File: src/rtl/pbs_pkg.sv
// Shared types for the pipelined-address bus sequencer.
package pbs_pkg;
    typedef enum logic [2:0] {
        PH_IDLE      = 3'd0,
        PH_ADDR      = 3'd1,
        PH_DATA      = 3'd2,
        PH_PIPE_ADDR = 3'd3,
        PH_PIPE_WAIT = 3'd4
    } bus_phase_t;
endpackage

File: src/rtl/pbs_fsm.sv
// Phase sequencer. Decides when a request is taken, when a 16-bit
// split half is started and when next-address is honoured.
// Assumes one pending request, held on req_valid until taken.
module pbs_fsm
    import pbs_pkg::*;
(
    input  logic       clk,
    input  logic       rst_n,
    input  logic       req_valid,
    input  logic       ready,
    input  logic       next_req,
    input  logic       size16,
    output bus_phase_t phase,
    output logic       take_new,
    output logic       take_split
);
    bus_phase_t st, nxt;
    logic waited;      // current cycle is in a wait state
    logic pipe_start;  // current cycle began in the data phase
    logic upper;       // current cycle is the second split half
    logic na_ok;

    assign na_ok = pipe_start | waited;
    assign phase = st;

    // Next-phase and take decisions.
    always_comb begin
        nxt        = st;
        take_new   = 1'b0;
        take_split = 1'b0;
        case (st)
            PH_IDLE: begin
                if (req_valid) begin
                    take_new = 1'b1;
                    nxt      = PH_ADDR;
                end
            end
            PH_ADDR: nxt = PH_DATA;
            PH_DATA: begin
                if (ready) begin
                    if (size16 && !upper) begin
                        take_split = 1'b1;
                        nxt        = PH_ADDR;
                    end else if (req_valid) begin
                        take_new = 1'b1;
                        nxt      = PH_ADDR;
                    end else begin
                        nxt = PH_IDLE;
                    end
                end else if (next_req && na_ok) begin
                    if (req_valid) begin
                        take_new = 1'b1;
                        nxt      = PH_PIPE_ADDR;
                    end else begin
                        nxt = PH_PIPE_WAIT;
                    end
                end
            end
            PH_PIPE_ADDR: begin
                if (ready) nxt = PH_DATA;
            end
            PH_PIPE_WAIT: begin
                if (ready) begin
                    if (req_valid) begin
                        take_new = 1'b1;
                        nxt      = PH_ADDR;
                    end else begin
                        nxt = PH_IDLE;
                    end
                end else if (req_valid) begin
                    take_new = 1'b1;
                    nxt      = PH_PIPE_ADDR;
                end
            end
            default: nxt = PH_IDLE;
        endcase
    end

    // Phase register.
    always_ff @(posedge clk) begin
        if (!rst_n) st <= PH_IDLE;
        else        st <= nxt;
    end

    // Per-cycle flags: wait state seen, pipelined start, split half.
    always_ff @(posedge clk) begin
        if (!rst_n) begin
            waited     <= 1'b0;
            pipe_start <= 1'b0;
            upper      <= 1'b0;
        end else begin
            if (st == PH_DATA && nxt == PH_DATA) waited <= 1'b1;
            else if (nxt != PH_DATA)             waited <= 1'b0;

            if (st == PH_PIPE_ADDR && nxt == PH_DATA) pipe_start <= 1'b1;
            else if (nxt == PH_ADDR)                  pipe_start <= 1'b0;

            if (take_split) upper <= 1'b1;
            else if ((take_new && nxt == PH_ADDR) ||
                     (st == PH_PIPE_ADDR && nxt == PH_DATA)) upper <= 1'b0;
        end
    end

    AST_FIRST_DATA_NO_PIPE: assert property (@(posedge clk) disable iff (!rst_n)
        (st == PH_DATA && !pipe_start && !waited)
        |=> (st != PH_PIPE_ADDR && st != PH_PIPE_WAIT));
    AST_NO_SPLIT_AFTER_NEXT: assert property (@(posedge clk) disable iff (!rst_n)
        ((st == PH_PIPE_ADDR || st == PH_PIPE_WAIT) && ready)
        |=> !(st == PH_ADDR && upper));
    AST_WAIT_UNTIL_READY: assert property (@(posedge clk) disable iff (!rst_n)
        ((st == PH_DATA || st == PH_PIPE_ADDR || st == PH_PIPE_WAIT) && !ready)
        |=> (st != PH_IDLE && st != PH_ADDR));
endmodule

File: src/rtl/pbs_outreg.sv
// Bus output register: address, kind, upper-half flag and strobe.
// Assumes load_new and load_split are never high together.
module pbs_outreg #(
    parameter int ADDR_W = 32,
    parameter int KIND_W = 3
) (
    input  logic              clk,
    input  logic              rst_n,
    input  logic              load_new,
    input  logic              load_split,
    input  logic [ADDR_W-1:0] new_addr,
    input  logic [KIND_W-1:0] new_kind,
    output logic [ADDR_W-1:0] addr,
    output logic [KIND_W-1:0] kind,
    output logic              upper,
    output logic              strobe
);
    // Capture a new address, or mark the upper half of a split.
    always_ff @(posedge clk) begin
        if (!rst_n) begin
            addr   <= '0;
            kind   <= '0;
            upper  <= 1'b0;
            strobe <= 1'b0;
        end else begin
            strobe <= load_new | load_split;
            if (load_new) begin
                addr  <= new_addr;
                kind  <= new_kind;
                upper <= 1'b0;
            end else if (load_split) begin
                upper <= 1'b1;
            end
        end
    end
endmodule

File: src/rtl/pipe_bus_seq.sv
// Top of the pipelined-address bus sequencer. Joins the phase
// sequencer to the bus output register. Assumes inputs are
// synchronous to clk.
module pipe_bus_seq #(
    parameter int ADDR_W = 32,
    parameter int KIND_W = 3
) (
    input  logic              clk,
    input  logic              rst_n,
    input  logic              req_valid,
    input  logic [ADDR_W-1:0] req_addr,
    input  logic [KIND_W-1:0] req_kind,
    output logic              req_ack,
    input  logic              bus_ready,
    input  logic              bus_next,
    input  logic              bus_size16,
    output logic [ADDR_W-1:0] bus_addr,
    output logic [KIND_W-1:0] bus_kind,
    output logic              bus_upper,
    output logic              bus_strobe,
    output logic [2:0]        bus_phase
);
    import pbs_pkg::*;

    bus_phase_t ph;
    logic take_new, take_split;

    pbs_fsm u_fsm (
        .clk       (clk),
        .rst_n     (rst_n),
        .req_valid (req_valid),
        .ready     (bus_ready),
        .next_req  (bus_next),
        .size16    (bus_size16),
        .phase     (ph),
        .take_new  (take_new),
        .take_split(take_split)
    );

    pbs_outreg #(.ADDR_W(ADDR_W), .KIND_W(KIND_W)) u_out (
        .clk       (clk),
        .rst_n     (rst_n),
        .load_new  (take_new),
        .load_split(take_split),
        .new_addr  (req_addr),
        .new_kind  (req_kind),
        .addr      (bus_addr),
        .kind      (bus_kind),
        .upper     (bus_upper),
        .strobe    (bus_strobe)
    );

    assign req_ack   = take_new & rst_n;
    assign bus_phase = ph;

    AST_STROBE_GAP: assert property (@(posedge clk) disable iff (!rst_n)
        bus_strobe |=> !bus_strobe);
    AST_ADDR_HOLD: assert property (@(posedge clk) disable iff (!rst_n)
        bus_strobe |=> $stable(bus_addr));
    AST_ACK_NEEDS_VALID: assert property (@(posedge clk) disable iff (!rst_n)
        req_ack |-> req_valid);
endmodule

File: config.mk
export PLATFORM = sky130hd
export DESIGN_NAME = pipe_bus_seq
export DESIGN_NICKNAME = d
export VERILOG_FILES = /design/src/rtl/pbs_pkg.sv /design/src/rtl/pbs_fsm.sv /design/src/rtl/pbs_outreg.sv /design/src/rtl/pipe_bus_seq.sv
export SDC_FILE = /design/constraint.sdc
export NUM_CORES = 1
export LEC_CHECK = 0
export BUFFER_PORTS_ARGS = -buffer_cell sky130_fd_sc_hd__buf_2
export CORE_AREA = 2 2 70 72
export CTS_CLUSTER_SIZE = 14
export DETAILED_ROUTE_END_ITERATION = 8
export DIE_AREA = 0 0 72 74
export PLACE_DENSITY_LB_ADDON = 0.12
export RECOVER_POWER = 50
export SLEW_MARGIN = 10
export SYNTH_ARGS = -nofsm -noshare
export SYNTH_HDL_FRONTEND = slang
export SYNTH_SLANG_ARGS = --single-unit
File: constraint.sdc
create_clock -name clk -period 1.7 [get_ports clk]
set_clock_uncertainty 0.05 [all_clocks]
set_input_delay 0.085 -clock clk [delete_from_list [all_inputs] [get_ports clk]]
set_output_delay 0.085 -clock clk [all_outputs]
set_load 0.05 [all_outputs]
==> reports/metrics.cfg, run 1 <==
[timing]
fin_crit_sh = 0.9673
fin_tns_setup_ns = 0
final-max-slew-violation-count = 0
finalSetupViolations = 0
grt_setup_unrepaired = true
hold_viol_final = 0
whs_ns = 0.008782
fmax_mhz = 608.1
min_period_ns = 1.644
tightest_slew_ns = 0.6392
slew_headroom = 0.5757

[drt]
vias_per_cell = 4.734
antenna_left = 0
drc = 0
wl_um = 4670
wl_per_cell_um = 12.29
vias = 1799
drt_pass1_iterations = 4
drt_iter0_drc = 80

[finish]
finalNonFillerCells = 380
syn_to_final_growth_pct = 48.29
final_core_util = 0.6024
antennaDiodeCount = 0
drive_gt1_frac = 0.2178
nets = 367

[clocking]
cts_tree = built
h-tree-depth = 2
clk_pin_slew_ns = 0.08
insertion_delay_ns = 0.28
clock_path_buffers = 2
clockRootBuffer = clkbuf_8
cts.sinks = 43
cts_made_buffers = 5

[synthesis]
synth_area_leaders = dfxtp_1 (46%), mux2i_1 (19%), nand2_1 (15%)
yosysWarnings = 0
synthCells = 210
synth_area_leader_cell = dfxtp_1
ys_seq_elements = 43
netlist.area_leader.share = 0.4608
synth_nets = 251
syn_area_per_cell_um2 = 8.895
synthesis.area_mm2 = 0.001868
ys_seq_area_frac = 0.4608
yosys.cell_types.count = 35

[job]
drv_cap = 0

[power_and_ir_drop]
p_leak_nw = 1.202
irDropWorstVdd_uv = 462.3
totalPowerFinal_mw = 2.361
powerDensity_mw_per_mm2 = 852.4

[placed_design]
place_congestion = 0.7904
port-buffer-count = 81
hpwl_um = 2921
place_inst = 339

[global_routing]
grt_pass1_vias = 1727
grt_max_degree = 39
grt_first_pass_wirelength_um = 7527
grt-ovfl-total = 0
grt_antenna_before_repair = 0
grt_usage = 0.1795

[floorplan]
start_util = 0.4063
die_area_mm2 = 0.005328
dieHeight_um = 74
core_mm2 = 0.004598
top_level_ports = 82
chipWidth_um = 72
row_count = 25

[outcome]
status = completed

[setup_path]
critPathCaptureType = output pin
worstPathMaxFanout = 3
crit_start = u_fsm.waited
cp.arrival_ns = 1.51
worstSetupStartpointType = register
criticalPathCategory = reg2out
r2r_start = u_fsm.waited
cp.required_ns = 1.56

[worst_hold_path]
hold_class = in2reg
worstHoldStart = req_addr[5]

[metal layers]
metal  vias to the layer above  wire length (um)  global-route usage
met2                        58              2287              0.3004
met5                         -                 0                   0
li1                        931                 -                   -
met1                       797              2001              0.2150
met3                        13               267             0.05285
met4                         0               113             0.08176
[synth_stat cells, drive strengths merged]
| cell | count |
|---|---|
| nand2 | 73 |
| dfxtp | 43 |
| mux2i | 35 |
| clkbuf | 9 |
| buf | 6 |
| inv | 5 |
| nand2b | 4 |
| o21ai | 4 |
| a31oi | 3 |
| a21boi | 2 |
| a21oi | 2 |
| and2 | 2 |
| nand3 | 2 |
| nor2 | 2 |
| nor2b | 2 |
| nor3b | 2 |
| o21a | 2 |
| a22oi | 1 |
| a31o | 1 |
| a32o | 1 |
| and3 | 1 |
| nor3 | 1 |
| nor4 | 1 |
| nor4b | 1 |
| o211a | 1 |
| o211ai | 1 |
| o22ai | 1 |
| o311ai | 1 |
| or3 | 1 |
[registers in the layout, indices dropped and copies added, names as in the netlist]
name and count:
u_out.addr 32, u_fsm.waited 1, u_fsm.upper 1, u_fsm.pipe_start 1, u_out.upper 1, u_fsm.phase 3, u_out.strobe 1, u_out.kind 3
[cell type report]
type,count,area (um2)
fillers,432,1828
flip-flops and latches,43,868.3
inverters,5,18.77
repair buffers,124,822.0
well taps,54,67.56
multi-input cells,147,917.1
clock buffers,7,76.32
[cell usage in the layout (no fill, tap or decap), types with 2 or more instances in the layout]
cell,Yosys,layout
a21oi_1,2,2
a31oi_1,2,2
buf_12,0,3
buf_2,2,41
buf_4,2,8
clkbuf_1,9,41
clkbuf_8,0,5
dfxtp_1,43,39
dfxtp_2,0,3
dlygate4sd3_1,0,31
inv_1,5,5
mux2i_1,35,33
mux2i_2,0,2
nand2_1,73,73
nand2b_1,4,4
nand3_1,2,2
nor2_1,2,2
nor2b_1,2,2
nor3b_1,2,2
o21a_1,2,2
o21ai_0,3,3
[cells by family (layout without fill, tap and decap cells)]
group                  count (synthesis)  after routing  share of synthesized area
multiplexers                          35             35                     0.1875
AO/OA/AOI/OAI                         20             20                    0.08172
flip-flops                            43             43                     0.4608
AND/OR/NAND/NOR                       92             92                     0.2143
buffers and inverters                 20            136                    0.05559
[worst max-delay path: stages, from the launching register on]
cell     delay [ns]
dfxtp_2        0.35
o21ai_2        0.06
or3_4          0.34
a31oi_4        0.17
and2_4         0.16
buf_8          0.14
[path summary, 6_finish.rpt]
| kind | end | slack (ns) | cells after the start |
|---|---|---|---|
| max | req_ack | 0.06 | 5 |
| min | u_out.addr[5] | 0.009 | 3 |
| max reg2reg | u_out.addr[10] | 0.07 | 6 |
| min reg2reg | u_out.addr[12] | 0.41 | 2 |
[through the flow]
| stage | worst slack (ns) | area [um2] |
|---|---|---|
| 4_1_cts | 0.0001400 | 2770 |
| 3_3_place_gp | 0.1148 | 2369 |
| 6_report | 0.05554 | 2770 |
| 3_5_place_dp | 0.03463 | 2369 |
| 5_1_grt | -0.01922 | 2770 |
| 2_1_floorplan | -0.1048 | 1882 |
[where the power goes]
group | switching, mW | internal (mW)
combinational | 0.422 | 0.231
sequential | 0.0412 | 1.07
clock | 0.309 | 0.283
total | 0.773 | 1.59
[repair_timing]
item | CTS | global route
setup buffers | 1 | 1
hold buffers | 31 | 0
hold endpoints to repair | 31 | 0
setup endpoints to repair | 1 | 25
pin swaps | 1 | 0
cloned | 0 | 1
resized for setup | 3 | 5
No activity file was read; power rests on OpenSTA's default activity.
==> run 2: changes to the inputs <==
Settings changed: CORE_AREA 2 2 70 72 to 2 2 65 67, DIE_AREA 0 0 72 74 to 0 0 67 69, RECOVER_POWER 50 to 100.
Clock period 1.7 ns to 1.9 ns, I/O delays scaled along.
==> reports/metrics.cfg, run 2 (synthesized netlist as in run 1, its figures left out) <==
[outcome]
status = completed

[timing]
fmax_mhz = 559.4
tightest_slew_ns = 0.6227  ; -0.01653 ns
fin_crit_sh = 0.9409
final-max-slew-violation-count = 0  ; unchanged
hold_viol_final = 0  ; unchanged
grt_setup_unrepaired = false
fin_tns_setup_ns = 0  ; unchanged
finalSetupViolations = 0  ; unchanged
min_period_ns = 1.788
whs_ns = 0.008884  ; +0.0001021 ns
setup_ws_ns = 0.1123  ; +0.05680 ns
slew_headroom = 0.5866  ; +0.01098

[setup_path]
r2r-end = u_out.addr[22]
rrSetupSlack_ns = 0.22  ; +0.15 ns
r2r_start = u_fsm.waited
reg2regPathDepth = 5  ; -1
critPathCaptureType = output pin
cp.required_ns = 1.75  ; +0.19 ns
cp.arrival_ns = 1.64  ; +0.13 ns
worstPathMaxFanout = 4  ; +1
worstSetupStartpointType = register
criticalPathCategory = reg2out

[floorplan]
core_mm2 = 0.003914  ; -15%
chipWidth_um = 67  ; -6.9%
dieHeight_um = 69  ; -6.8%
top_level_ports = 82  ; unchanged
start_util = 0.4773  ; +0.07104
die_area_mm2 = 0.004623  ; -13%
row_count = 23  ; -8.0%

[clocking]
clock_path_buffers = 2  ; unchanged
cts_tree = built
clk_pin_slew_ns = 0.07  ; about the same
h-tree-depth = 2  ; unchanged
cts_made_buffers = 5  ; unchanged
insertion_delay_ns = 0.28  ; about the same
clockRootBuffer = clkbuf_8
cts.sinks = 43  ; unchanged

[global_routing]
grt_first_pass_wirelength_um = 6955  ; -7.6%
grt_usage = 0.1918  ; +0.01230
grt_pass1_vias = 1638  ; -5.2%
grtUsageMet2 = 0.3080  ; +0.007619
grt-ovfl-total = 0  ; unchanged
grt_util_met3 = 0.07015  ; +0.01730
grt-busiest-layer = met2
use_met1 = 0.2287  ; +0.01371
grt_max_degree = 47  ; +21%
grt_antenna_before_repair = 0  ; unchanged

[finish]
regMostFlops = u_out.addr
drive_gt1_frac = 0.1899  ; -0.02792
syn_to_final_growth_pct = 40.92
nets = 356  ; -3.0%
final_cell_mix = nand2_1 (73), clkbuf_1 (41), dfxtp_1 (41)
antennaDiodeCount = 0  ; unchanged
finalNonFillerCells = 366  ; -3.7%
mostFrequentLayoutCell = nand2_1
largest_reg_flops = 32  ; unchanged
fillers = 353  ; -18%

[placed_design]
place_congestion = 0.8035  ; +1.7%
place_ws_ns = 0.2247  ; +0.1901 ns
place_inst = 331  ; -2.4%
hpwl_um = 2760  ; -5.5%
port-buffer-count = 81  ; unchanged

[drt]
wl_um = 4082  ; -13%
wl_per_cell_um = 11.15  ; -9.2%
drc = 0  ; unchanged
drt_iter0_drc = 92  ; +15%
drt_pass1_iterations = 4  ; unchanged
vias_per_cell = 4.740  ; +0.13%
vias = 1735  ; -3.6%
antenna_left = 0  ; unchanged

[power_and_ir_drop]
irDropWorstVdd_uv = 470.7  ; +1.8%
comb_power_share = 0.252  ; -0.025
p_sw_frac = 0.3162  ; -0.01103
internal_power_mw = 1.471  ; -7.4%
clockPowerShare = 0.285  ; +0.034
powerDensity_mw_per_mm2 = 817.1  ; -4.1%
p_sw_uw = 680.3  ; -12%
totalPowerFinal_mw = 2.151  ; -8.9%
p_leak_nw = 1.141  ; -5.1%
pwr-share-seq = 0.463  ; -0.010

[worst_hold_path]
worstHoldStart = req_kind[0]
whs_path_depth = 3  ; unchanged
hold_class = in2reg
hold_end = u_out.kind[0]

[job]
drv_cap = 0  ; unchanged

run 2: changes by cell type in the layout (fill, tap and decap cells not counted), moves of 2 or more:
cell	before	now
buf_12	3	1
buf_4	8	4
clkbuf_8	5	7
dfxtp_1	39	41
dlygate4sd3_1	31	27
mux2i_1	33	35
mux2i_2	2	0
run 2: critical path, cell delays in order, from the launching register on:
cell	delay [ns]
dfxtp_1	0.36
o21ai_1	0.11
or3_4	0.36
a31oi_4	0.20
and2_4	0.18
buf_6	0.15
run 2: stage by stage:
stage	util	instance area (um2)
floorplan	-	1872
global placement	0.5889	2305
detailed placement	0.5889	2305
CTS	0.6841	2678
global route	0.6726	2633
finish	0.6726	2633
run 2: worst max-delay path by stage:
| stage | start | end | slack, ns | cells past startpoint |
|---|---|---|---|---|
| 6_report | u_fsm.waited | req_ack | 0.11 | 5 |
| 4_1_cts | u_fsm.pipe_start | req_ack | 0.04 | 5 |
| 3_5_place_dp | u_fsm.pipe_start | u_out.addr[9] | 0.22 | 5 |
| 2_1_floorplan | u_fsm.phase[2] | req_ack | 0.05 | 6 |
| 5_1_grt | u_fsm.waited | req_ack | 0.02 | 5 |
| 3_3_place_gp | u_fsm.waited | u_out.addr[5] | 0.25 | 5 |
run 2: cell type report:
cell class	instances	area (um2)	area share
Clock buffer	8	100.1	0.03802
Multi-Input combinational cell	147	905.9	0.3441
Timing Repair Buffer	113	681.9	0.2590
Inverter	5	18.77	0.007129
Tap cell	50	62.56	0.02376
Sequential cell	43	863.3	0.3279
run 2: power by group through the flow:
stage / Clock (mW) / Combinational (mW) / Sequential (mW)
4_1_cts: 0.637 / 0.562 / 0.994
6_report: 0.613 / 0.542 / 0.996
3_3_place_gp: 0 / 0.516 / 1.01
3_5_place_dp: 0 / 0.519 / 1.01
2_1_floorplan: 0 / 0.183 / 1.22
5_1_grt: 0.694 / 0.581 / 1.00
run 2: repair_timing:
action                     4_1_cts  5_1_grt
pin swaps                        0        0
gates resized for setup          1        2
hold buffers                    27        0
hold endpoints to repair        27        0
setup endpoints to repair        1        1
setup buffers                    0        0
run 2: layer usage:
layer	part of all wire	routed length (um)
met1	0.42	1720
met4	0.014	57
met3	0.063	256
met2	0.50	2048
met5	0	0
==> run 3: changes to the inputs <==
Settings changed: CORE_AREA 2 2 65 67 to 2 2 67 69, DIE_AREA 0 0 67 69 to 0 0 69 71.
Clock period 1.9 ns to 1.66 ns, I/O delays scaled along.
==> reports/metrics.cfg, run 3 (synthesized netlist as in run 1, its figures left out) <==
[clocking]
clk_pin_slew_ns = 0.08  ; about the same
clockRootBuffer = clkbuf_8
insertion_delay_ns = 0.29  ; about the same
clock_path_buffers = 2  ; unchanged
cts_tree = built
h-tree-depth = 2  ; unchanged
cts_made_buffers = 5  ; unchanged
cts.sinks = 43  ; unchanged

[placed_design]
port-buffer-count = 81  ; unchanged
hpwl_um = 2940  ; +6.5%
place_ws_ns = 0.04327  ; -0.1815 ns
place_congestion = 0.7923  ; -1.4%
dpl_cell_area_mm2 = 0.002350  ; +2.0%
place_inst = 338  ; +2.1%

[finish]
fillers = 376  ; +6.5%
register_area_um2 = 869.6  ; +0.72%
fin_area_mm2 = 0.002799  ; +6.3%
largest_reg_flops = 32  ; unchanged
syn_to_final_growth_pct = 49.83
nets = 370  ; +3.9%
mostFrequentLayoutCell = nand2_1
final_cell_mix = nand2_1 (73), buf_2 (40), clkbuf_1 (40)
multiInputGateArea_um2 = 909.6  ; +0.41%
finalNonFillerCells = 382  ; +4.4%
regMostFlops = u_out.addr
drive_gt1_frac = 0.2182  ; +0.02831
antennaDiodeCount = 0  ; unchanged

[setup_path]
cpLargestDelayFamily = simple AND/OR/NAND/NOR gates
r2r-end = u_out.addr[4]
r2r_start = u_fsm.phase[2]
worstPathMaxFanout = 7  ; +3
criticalPathCategory = reg2out
rrSetupSlack_ns = 0.07  ; -0.15 ns
critPathCaptureType = output pin
critical_path_cell_count = 4  ; -1
worstPathCellList = or3_4 -> a31oi_4 -> and2_4 -> buf_8
crit_start = u_fsm.phase[2]
cp.required_ns = 1.53  ; -0.22 ns
worstSetupStartpointType = register
cp.arrival_ns = 1.51  ; -0.13 ns
crit_slowest_cell = or3_4
cp_slowest_stage_delay_ns = 0.38  ; +0.02 ns
critical_path_buf_inv_count = 1  ; unchanged
crit_path_end = req_ack
reg2regPathDepth = 5  ; unchanged

[drt]
wl_per_cell_um = 12.31  ; +10%
antenna_left = 0  ; unchanged
vias_per_cell = 4.788  ; +1.0%
vias = 1829  ; +5.4%
drt_iter0_drc = 90  ; -2.2%
drc = 0  ; unchanged
drt_pass1_iterations = 6  ; +2
wl_um = 4704  ; +15%

[timing]
min_period_ns = 1.643
grt_setup_unrepaired = true
final-max-slew-violation-count = 0  ; unchanged
slew_headroom = 0.5847  ; -0.001916
fin_crit_sh = 0.9898
whs_ns = 0.007581  ; -0.001303 ns
fmax_mhz = 608.6
setup_ws_ns = 0.01685  ; -0.09549 ns
hold_viol_final = 0  ; unchanged
tightest_slew_ns = 0.6256  ; +0.002885 ns
finalSetupViolations = 0  ; unchanged

[floorplan]
core_mm2 = 0.004204  ; +7.4%
chipWidth_um = 69  ; +3.0%
start_util = 0.4443  ; -0.03296
row_count = 24  ; +4.3%
die_area_mm2 = 0.004899  ; +6.0%
top_level_ports = 82  ; unchanged
dieHeight_um = 71  ; +2.9%

[global_routing]
use_met1 = 0.2284  ; -0.0002735
grt_first_pass_wirelength_um = 7824  ; +12%
grt_antenna_before_repair = 0  ; unchanged
grtUsageMet2 = 0.3419  ; +0.03385
grt_util_met3 = 0.05840  ; -0.01174
grt-busiest-layer = met2
grt_usage = 0.1978  ; +0.005983
grt-ovfl-total = 0  ; unchanged
grt_pass1_vias = 1754  ; +7.1%
grt_max_degree = 39  ; -17%

[power_and_ir_drop]
irDropWorstVdd_uv = 534.6  ; +14%
totalPowerFinal_mw = 2.570  ; +19%
powerDensity_mw_per_mm2 = 918.2  ; +12%
p_leak_nw = 1.222  ; +7.1%

[outcome]
status = completed

[job]
drv_cap = 0  ; unchanged

[worst_hold_path]
worstHoldStart = req_addr[29]
hold_class = in2reg

==> run 3: cell types whose count changed in the layout (fill, tap and decap cells not counted), sizes merged <==
cell / change
clkbuf: -1
dlygate4sd3: +7
buf: +7
clkinv: +1
==> run 3: worst min-delay path by stage <==
stage / to / slack, ns / depth (start not counted)
final: u_out.addr[29] / 0.008 / 3
after global routing: u_out.addr[29] / 0.01 / 3
after CTS: u_out.addr[29] / 0.003 / 3
after detailed placement: u_out.addr[3] / 0.29 / 3
after global placement: u_out.addr[15] / 0.28 / 3
after floorplan: u_out.addr[0] / 0.18 / 2
==> run 3: layout make-up <==
type | instances | share of cell area
tap | 52 | 0.02325
timing repair buffer | 127 | 0.2941
sequential | 43 | 0.3107
clock buffer | 7 | 0.03844
multi-input combinational | 147 | 0.3250
inverter | 5 | 0.006705
clock inverter | 1 | 0.001788
==> run 3: repair_timing <==
action	CTS	global route
cloned	0	0
gates resized for setup	5	5
hold buffers	34	0
setup buffers	2	0
pin swaps	1	0
hold endpoints to repair	34	0
endpoints found under the setup margin	1	16
==> run 3: report_power, final <==
| group | leakage [nW] | switching (mW) | total (mW) | internal (mW) |
|---|---|---|---|---|
| Clock | 0.0594 | 0.343 | 0.769 | 0.426 |
| Combinational | 0.807 | 0.429 | 0.659 | 0.229 |
| Sequential | 0.356 | 0.0421 | 1.14 | 1.10 |
==> run 3: metal layers <==
layer  vias up  wire (um)
met1       832       1996
met2        58       2371
li1        928          -
met3        11        240
met4         0         96
met5         -          0
==> run 3: per-stage QoR <==
| step | setup TNS, ns | utilization |
|---|---|---|
| detailed placement | 0 | 0.5589 |
| global route | -0.09922 | 0.6658 |
| finish | 0 | 0.6658 |
| CTS | -0.001067 | 0.6732 |
| floorplan | -0.5171 | - |
| global placement | 0 | 0.5589 |
==> run 3: tightest hold or removal path, cell delays in order <==
cell and delay, ns:
buf_2 0.10, nand2_1 0.05, mux2i_1 0.06
